### src/rtl/sif_pkg.sv
package sif_pkg;
  localparam int unsigned LANES_DEF = 8;
  localparam int unsigned WGT_W_DEF = 8;
  localparam int unsigned ACC_W_DEF = 20;

  typedef struct packed {
    logic en;
    logic first;
    logic last;
  } beat_ctl_t;
endpackage

### src/rtl/sif_gate.sv
// Weight capture with spike-driven synchronous clear; also the retiming stage.
module sif_gate #(
  parameter int unsigned LANES = 8,
  parameter int unsigned WGT_W = 8
) (
  input  logic                   clk_i,
  input  logic                   rst_ni,
  input  logic [LANES-1:0]       spikes_i,
  input  logic [LANES*WGT_W-1:0] weights_i,
  output logic [LANES*WGT_W-1:0] gated_o
);
  for (genvar k = 0; k < LANES; k++) begin : g_lane
    always_ff @(posedge clk_i or negedge rst_ni) begin
      if (!rst_ni)          gated_o[k*WGT_W +: WGT_W] <= '0;
      else if (!spikes_i[k]) gated_o[k*WGT_W +: WGT_W] <= '0;
      else                  gated_o[k*WGT_W +: WGT_W] <= weights_i[k*WGT_W +: WGT_W];
    end
  end
endmodule

### src/rtl/sif_adder_tree.sv
// Heap-indexed pipelined reduction: one register stage per tree level.
module sif_adder_tree #(
  parameter int unsigned LANES = 8,
  parameter int unsigned WGT_W = 8,
  localparam int unsigned LEVELS = $clog2(LANES),
  localparam int unsigned SUM_W  = WGT_W + LEVELS
) (
  input  logic                    clk_i,
  input  logic                    rst_ni,
  input  logic [LANES*WGT_W-1:0]  lanes_i,
  output logic signed [SUM_W-1:0] sum_o
);
  localparam int unsigned NODES = LANES - 1;

  logic signed [SUM_W-1:0] leaf   [LANES];
  logic signed [SUM_W-1:0] node_q [NODES];

  for (genvar k = 0; k < LANES; k++) begin : g_leaf
    assign leaf[k] = {{LEVELS{lanes_i[(k+1)*WGT_W-1]}}, lanes_i[k*WGT_W +: WGT_W]};
  end

  for (genvar i = 0; i < NODES; i++) begin : g_node
    localparam int unsigned CL = 2*i + 1;
    localparam int unsigned CR = 2*i + 2;
    logic signed [SUM_W-1:0] a, b;
    if (CL >= NODES) begin : g_la
      assign a = leaf[CL-NODES];
    end else begin : g_na
      assign a = node_q[CL];
    end
    if (CR >= NODES) begin : g_lb
      assign b = leaf[CR-NODES];
    end else begin : g_nb
      assign b = node_q[CR];
    end
    always_ff @(posedge clk_i or negedge rst_ni) begin
      if (!rst_ni) node_q[i] <= '0;
      else         node_q[i] <= a + b;
    end
  end

  assign sum_o = node_q[0];
endmodule

### src/rtl/sif_pipe.sv
module sif_pipe #(
  parameter int unsigned W     = 1,
  parameter int unsigned DEPTH = 1
) (
  input  logic         clk_i,
  input  logic         rst_ni,
  input  logic [W-1:0] d_i,
  output logic [W-1:0] q_o
);
  logic [W-1:0] st_q [DEPTH];

  always_ff @(posedge clk_i or negedge rst_ni) begin
    if (!rst_ni) begin
      for (int j = 0; j < DEPTH; j++) st_q[j] <= '0;
    end else begin
      st_q[0] <= d_i;
      for (int j = 1; j < DEPTH; j++) st_q[j] <= st_q[j-1];
    end
  end

  assign q_o = st_q[DEPTH-1];
endmodule

### src/rtl/sif_accum.sv
module sif_accum
  import sif_pkg::*;
#(
  parameter int unsigned SUM_W = 11,
  parameter int unsigned ACC_W = 20
) (
  input  logic                    clk_i,
  input  logic                    rst_ni,
  input  beat_ctl_t               ctl_i,
  input  logic signed [ACC_W-1:0] thr_i,
  input  logic signed [SUM_W-1:0] sum_i,
  output logic signed [ACC_W-1:0] acc_o,
  output logic                    fire_o,
  output logic                    fire_vld_o
);
  logic signed [ACC_W-1:0] sum_ext, acc_nxt;

  assign sum_ext = {{(ACC_W-SUM_W){sum_i[SUM_W-1]}}, sum_i};
  assign acc_nxt = ctl_i.first ? sum_ext : acc_o + sum_ext;

  always_ff @(posedge clk_i or negedge rst_ni) begin
    if (!rst_ni) begin
      acc_o      <= '0;
      fire_o     <= 1'b0;
      fire_vld_o <= 1'b0;
    end else begin
      if (ctl_i.en) acc_o <= acc_nxt;
      fire_vld_o <= ctl_i.en & ctl_i.last;
      fire_o     <= ctl_i.en & ctl_i.last & (acc_nxt > thr_i);
    end
  end
endmodule

### src/rtl/spike_if_core.sv
module spike_if_core
  import sif_pkg::*;
#(
  parameter int unsigned LANES = LANES_DEF,
  parameter int unsigned WGT_W = WGT_W_DEF,
  parameter int unsigned ACC_W = ACC_W_DEF
) (
  input  logic                   clk_i,
  input  logic                   rst_ni,
  input  logic                   beat_en_i,
  input  logic                   first_i,
  input  logic                   last_i,
  input  logic [LANES-1:0]       spikes_i,
  input  logic [LANES*WGT_W-1:0] weights_i,
  input  logic [ACC_W-1:0]       thresh_i,
  output logic                   fire_o,
  output logic                   fire_vld_o
);
  localparam int unsigned LEVELS = $clog2(LANES);
  localparam int unsigned SUM_W  = WGT_W + LEVELS;
  localparam int unsigned SIDE_W = $bits(beat_ctl_t) + ACC_W;
  localparam int unsigned SIDE_D = 1 + LEVELS;  // gate stage + tree stages

  logic [LANES*WGT_W-1:0]  gated;
  logic signed [SUM_W-1:0] tree_sum;
  logic signed [ACC_W-1:0] acc_q;
  beat_ctl_t               ctl_in, ctl_d;
  logic [ACC_W-1:0]        thr_d;

  assign ctl_in = '{en: beat_en_i, first: first_i, last: last_i};

  sif_gate #(.LANES(LANES), .WGT_W(WGT_W)) u_gate (
    .clk_i, .rst_ni, .spikes_i, .weights_i, .gated_o(gated)
  );

  sif_adder_tree #(.LANES(LANES), .WGT_W(WGT_W)) u_tree (
    .clk_i, .rst_ni, .lanes_i(gated), .sum_o(tree_sum)
  );

  sif_pipe #(.W(SIDE_W), .DEPTH(SIDE_D)) u_side (
    .clk_i, .rst_ni, .d_i({ctl_in, thresh_i}), .q_o({ctl_d, thr_d})
  );

  sif_accum #(.SUM_W(SUM_W), .ACC_W(ACC_W)) u_acc (
    .clk_i, .rst_ni, .ctl_i(ctl_d), .thr_i(signed'(thr_d)), .sum_i(tree_sum),
    .acc_o(acc_q), .fire_o, .fire_vld_o
  );
endmodule

### config.mk
export PLATFORM = sky130hd
export DESIGN_NAME = spike_if_core
export DESIGN_NICKNAME = d
export VERILOG_FILES = /design/src/rtl/sif_pkg.sv /design/src/rtl/sif_gate.sv /design/src/rtl/sif_adder_tree.sv /design/src/rtl/sif_pipe.sv /design/src/rtl/sif_accum.sv /design/src/rtl/spike_if_core.sv
export SDC_FILE = /design/constraint.sdc
export NUM_CORES = 1
export LEC_CHECK = 0
export BUFFER_PORTS_ARGS = -buffer_cell sky130_fd_sc_hd__buf_2
export CAP_MARGIN = 20
export CORE_MARGIN = 3
export CORE_UTILIZATION = 59
export CTS_CLUSTER_DIAMETER = 50
export DETAILED_ROUTE_END_ITERATION = 7
export GPL_TIMING_DRIVEN = 0
export PLACE_DENSITY = 0.9
export RECOVER_POWER = 50
export SLEW_MARGIN = 20
export SYNTH_ARGS = -nofsm -noshare
export SYNTH_HDL_FRONTEND = slang
export SYNTH_SLANG_ARGS = --single-unit
### constraint.sdc
create_clock -name clk_i -period 4.5 [get_ports clk_i]
set_clock_uncertainty 0.15 [all_clocks]
set_input_delay 0.225 -clock clk_i [delete_from_list [all_inputs] [get_ports clk_i]]
set_output_delay 0.225 -clock clk_i [all_outputs]
set_load 0.005 [all_outputs]
# Word-level counts from Yosys, hierarchy flattened
# Cells that the tools add are included.
[totals] wordCells=42 out_inout_bits=2 register_bits=253
[classes] order_cmp=1 n_mux=9 addsub=8 n_bitwise=2
[op_table] cell="$mux 8" n=8
[op_table] cell="$add 8x8->9" n=4
[op_table] cell="$add 11x11->11" n=2
[op_table] cell="$add 20x11->20" n=1
[op_table] cell="$gt 20x20->1" n=1
[op_table] cell="$mux 20" n=1
[op_table] cell="$add 11x9->11" n=1
[op_table] cell="$and 1x1->1" n=2

# Logic depth before layout (Yosys ltp)
[logic_depth] depth_word=4 mapped_depth=18

# Hierarchy
# A second synthesis with hierarchy kept.
[hier_totals] hier_cells=900 hier_area_um2=11089.4
[modules_own_cells] module="sif_adder_tree" area_each_um2=4174.0 seq_area_each_um2=1726.7 n_inst=1 cells_per_inst=378
[modules_own_cells] module="sif_pipe" area_each_um2=2474.9 seq_area_each_um2=2302.2 n_inst=1 cells_per_inst=115
[modules_own_cells] module="sif_accum" area_each_um2=2438.6 seq_area_each_um2=550.5 n_inst=1 cells_per_inst=279
[modules_own_cells] module="sif_gate" area_each_um2=2001.9 seq_area_each_um2=1601.5 n_inst=1 cells_per_inst=128

# Worst setup path after synthesis
# OpenSTA, ideal clock, no wires.
[synth_timing] path_type="register to register" startpoint="register u_tree.node_q, in the netlist u_tree.sum_o[10]" endpoint="register u_acc.fire_o" t_required_ps=4230 n_path_buf=0 period_less_slack_ps=3793 slack_ps=707 setup_ps=120 path_stages_with_launch=17 arrival_time_ps=3524 cell_sequence="dfrtp_1 > ha_1 > a21o_1 > a21o_1 > a2111oi_4 > a211oi_2 > o21ai_1 > nor3b_2 > xor2_1 > ha_1 > nand4_1 > nor2_1 > nand3_1 > a2111oi_0 > nor4_1 > xor2_1 > and3_1"
[synth_between] elab_chain_len=4
[synth_rtl] item="start, declared" line_no="sif_adder_tree.sv:16" source="logic signed [SUM_W-1:0] node_q [NODES];"
[synth_rtl] item="start signal, assigned by index" line_no="sif_adder_tree.sv:38" source="else node_q[i] <= a + b;"
[synth_rtl] item="$add 20x11->20" line_no="sif_accum.sv:19" source="assign acc_nxt = ctl_i.first ? sum_ext : acc_o + sum_ext;"
[synth_rtl] item="$mux 20 (*)" line_no="sif_accum.sv:19"
[synth_rtl] item="via u_acc.acc_nxt[19]" line_no="sif_accum.sv:16" source="logic signed [ACC_W-1:0] sum_ext, acc_nxt;"
[synth_rtl] item="$gt 20x20->1 (*)" line_no="sif_accum.sv:29" source="fire_o <= ctl_i.en & ctl_i.last & (acc_nxt > thr_i);"
[synth_rtl] item="$and 1x1->1 (*)" line_no="sif_accum.sv:29"
[synth_rtl] item="end signal, assigned" line_no="sif_accum.sv:29"
[synth_rtl] item="end, declared" line_no="sif_accum.sv:13" source="output logic fire_o,"
# Mark *: on every way through the listed nets, which the timed path passes. The rest lies on a longest branch.
# A chain may end at the register's enable or synchronous reset.

# Worst setup path after layout
[layout_timing] startpoint="register u_tree.node_q, in the netlist u_tree.sum_o[0]" endpoint="register u_acc.fire_o"
[layout_between] elab_chain_len=4
[layout_rtl] item="$add 20x11->20" line_no="sif_accum.sv:19"
[layout_rtl] item="$mux 20" line_no="sif_accum.sv:19"
[layout_rtl] item="via u_acc.acc_nxt[18]" line_no="sif_accum.sv:16"
[layout_rtl] item="$gt 20x20->1" line_no="sif_accum.sv:29"
[layout_rtl] item="$and 1x1->1" line_no="sif_accum.sv:29"
# The timed path passes the listed nets, and every way through them passes these cells.

==> flow_summary.toml <==
[layout]
final_cell_area_um2 = 14060
syn_to_final_growth_pct = 30.75
drive_gt1_frac = 0.1546
seqCellArea_um2 = 6157
fin_cells = 1409
antennaDiodeCount = 0
fin_nets = 1369
fillers = 795
layout_commonest_cell = "dfrtp_1"
final_cell_mix = "dfrtp_1, dlygate4sd3_1, ha_1, buf_2, inv_1"
multi_input_area_um2 = 4312

[run]
drv_cap = 1

[synthesis]
syn_area_um2 = 10750
synth_cell_types = 56
ys_ff_latch = 246
synth.avg_cell_area_um2 = 12.19
synthCells = 882
synth-main-ff-cell = "dfrtp_1"
synth_edf_count = 0
yosysSeqAreaShare = 0.5726
synth_fp_nets = 1086
async_flop_share = 1.000
ys.warnings.count = 0

[power_and_ir_drop]
p_leak_nw = 6.950
ir_worst_vdd_mv = 0.5064
p_total_mw = 8.771
power.switching_mw = 3.378
p_int_mw = 5.393
pwr-share-comb = 0.415
p_clk_frac = 0.264
p_per_area_nw_per_um2 = 624.0
p_seq_frac = 0.321
swShare = 0.3851

[sta]
setup_viol = 1
slew_headroom = -0.6846
max_freq_mhz = 221.3
setup_ws_ns = -0.01919
min_period_ns = 4.519
fin_crit_sh = 1.004
worstMarginPinSlew_ns = 2.527
report.final.slew_viol_count = 104
hold_viol_final = 0
fin_setup_tns_ns = -0.01919

[place]
port_buffers = 98
dp_cells = 1207
dp_hpwl_um = 14200
post_dp_cell_area_um2 = 11590
gp_congestion = 0.8869
place_ws_ns = 0.1293

[grt]
antenna_found_initial = 0
grt_max_degree = 105
grt_pass1_wl_um = 51920
grt_overflow = 0
track_usage = 0.3355
first_global_vias = 9629

[floorplan]
initial_core_util = 0.6130
design.core.area_um2 = 17540
dieArea_um2 = 19880
die_w_um = 141.0
die_y_um = 141.0
fp-row-count = 48
pin_count = 99

[clocking]
clock_path_buffers = 3
clk_latency_ns = 0.53
path_clk_slew_ns = 0.07
cts-root-buf = "clkbuf_16"
cts.sinks = 246
cts_buffers = 27
cts_tree = "yes"
h-tree-depth = 1

[worst_setup_path]
critPathTopFamily = "simple AND/OR/NAND/NOR gates"
path_buf_inv = 1
path_cells = "ha_1 > inv_1 > fa_1 > nor2b_2 > o31ai_4 > a21oi_2 > o2111ai_1 > nand2_1 > mux2i_1 > nand2_1 > ha_1 > nand4_1 > nor2_2 > nand3_2 > a2111oi_2 > nor4_2 > xor2_1 > and3_1"
crit_path_max_fanout = 4
cp_slowest_stage_delay_ns = 0.47
criticalPathCategory = "reg -> reg"
critPathCaptureType = "register"
critical_path.slowest_cell = "fa_1"
critPathLaunchType = "register"
cp.required_ns = 4.77
critical_path_arrival_ns = 4.79

[routing]
ant_nets = 0
via_count = 8518
wl_per_cell_um = 23.07
dr.pass1.iters = 5
viasPerCell = 6.045
finalWirelength_um = 32510
drc = 0
drtIter0Drc = 828

[status]
outcome = "complete, but fails checks"
violations = "capacitance limit, slew limit, setup timing"

[hold_path]
hp-class = "in -> async"
area by class of cell:
| cell class | instances | area share |
|---|---|---|
| flip-flops and latches | 246 | 0.4380 |
| multi-input cells | 554 | 0.3067 |
| repair buffers | 254 | 0.1469 |
| clock buffers | 31 | 0.05198 |
| inverters | 75 | 0.02003 |
| well taps | 225 | 0.02003 |
| clock inverters | 17 | 0.01442 |
| plain buffers | 7 | 0.001869 |
worst paths after layout:
| kind | start | endpoint | slack [ns] | cells past startpoint |
|---|---|---|---|---|
| setup / recovery | u_tree.sum_o[0] | u_acc.fire_o | -0.02 | 18 |
| hold / removal | rst_ni | u_side.q_o[13] | 0.06 | 2 |
| setup reg to reg | u_tree.sum_o[0] | u_acc.fire_o | -0.02 | 18 |
| hold reg to reg | u_side.st_q[75] | u_side.st_q[52] | 0.19 | 0 |
| max in group asynchronous | rst_ni | u_tree.g_node[1].b[1] | 1.34 | 3 |
| min in group clk_i | u_side.st_q[75] | u_side.st_q[52] | 0.19 | 0 |
metrics by stage:
stage,util,hold slack (ns)
after floorplan,-,-0.2206
after global placement,0.6570,0.1823
after detailed placement,0.6607,0.04158
after CTS,0.8008,0.08950
after global routing,0.8015,0.09016
final,0.8015,0.05539
sequential cells by signal, indices dropped and copies added, names as in the netlist:
signal	count
u_side.st_q	69
u_gate.gated_o	64
u_tree.g_node.b	29
u_tree.g_node.a	28
u_side.q_o	23
u_acc.acc_o	20
u_tree.sum_o	11
u_acc.fire_o	1
u_acc.fire_vld_o	1
synth_stat cells, types with 3 or more instances:
| cell | n | area (um2) |
|---|---|---|
| nor2b_1 | 10 | 62.56 |
| nand2_1 | 40 | 150.1 |
| and3_1 | 3 | 18.77 |
| a211oi_1 | 8 | 60.06 |
| o31ai_1 | 3 | 22.52 |
| fa_1 | 8 | 160.2 |
| nor2_1 | 27 | 101.4 |
| mux2i_1 | 6 | 60.06 |
| xnor2_1 | 27 | 236.5 |
| a21oi_2 | 4 | 35.03 |
| o21a_1 | 4 | 30.03 |
| clkbuf_1 | 7 | 26.28 |
| inv_1 | 74 | 277.8 |
| nand4_1 | 4 | 25.02 |
| ha_1 | 99 | 1239 |
| and2_1 | 67 | 419.2 |
| o21bai_1 | 6 | 45.04 |
| a21boi_0 | 6 | 45.04 |
| a21o_1 | 22 | 165.2 |
| a21oi_1 | 52 | 260.3 |
| nand3_1 | 12 | 60.06 |
| o21ai_0 | 47 | 235.2 |
| or4_1 | 3 | 22.52 |
| xor2_1 | 25 | 219.0 |
| nor3_1 | 9 | 45.04 |
| dfrtp_1 | 246 | 6156 |
| mux2_2 | 16 | 180.2 |
| nand2b_1 | 11 | 68.82 |
| o21ai_1 | 3 | 15.01 |
worst reg2reg max path, delay by kind of cell, from the launching register on:
| family | cells | cell delay, ns |
|---|---|---|
| and+or+nand+nor | 8 | 1.37 |
| adders and majority gates | 3 | 1.03 |
| AOI/OAI and AO/OA | 4 | 0.90 |
| DFF | 1 | 0.41 |
| muxes | 1 | 0.29 |
| xor gates and xnor gates | 1 | 0.16 |
| buffers and inverters | 1 | 0.09 |
metal layers:
layer / track usage / part of all wire / wire length [um] / vias to the layer above
met1: 0.3737 / 0.35 / 11330 / 4195
met2: 0.6016 / 0.52 / 16840 / 565
met5: 0 / 0 / 0 / -
met3: 0.06275 / 0.064 / 2087 / 190
met4: 0.1912 / 0.069 / 2250 / 0
li1: - / - / - / 3568
what timing repair did:
action | 4_1_cts | 5_1_grt
pin swaps | 0 | 1
setup buffers | 0 | 2
endpoints found under the setup margin | 1 | 1
resized for setup | 1 | 7
endpoints found under the hold margin | 179 | 0
hold buffers | 152 | 0
kinds of logic (layout without fill, tap and decap cells):
family	Yosys count	in the layout	synth area share
AOI/OAI and AO/OA	176	176	0.1049
adders and majority gates	107	107	0.1301
buffers and inverters	82	384	0.02863
muxes	23	23	0.02374
xor gates and xnor gates	52	52	0.04237
and+or+nand+nor	196	196	0.09765
DFF	246	246	0.5726
power by group through the flow:
stage / combinational [mW] / clock [mW] / sequential [mW]
2_1_floorplan: 2.29 / 0 / 2.72
3_3_place_gp: 2.76 / 0 / 2.78
3_5_place_dp: 2.97 / 0 / 2.80
4_1_cts: 3.22 / 2.29 / 2.78
5_1_grt: 3.87 / 2.42 / 2.83
6_report: 3.64 / 2.32 / 2.82
(Power assumes the default switching activity.)
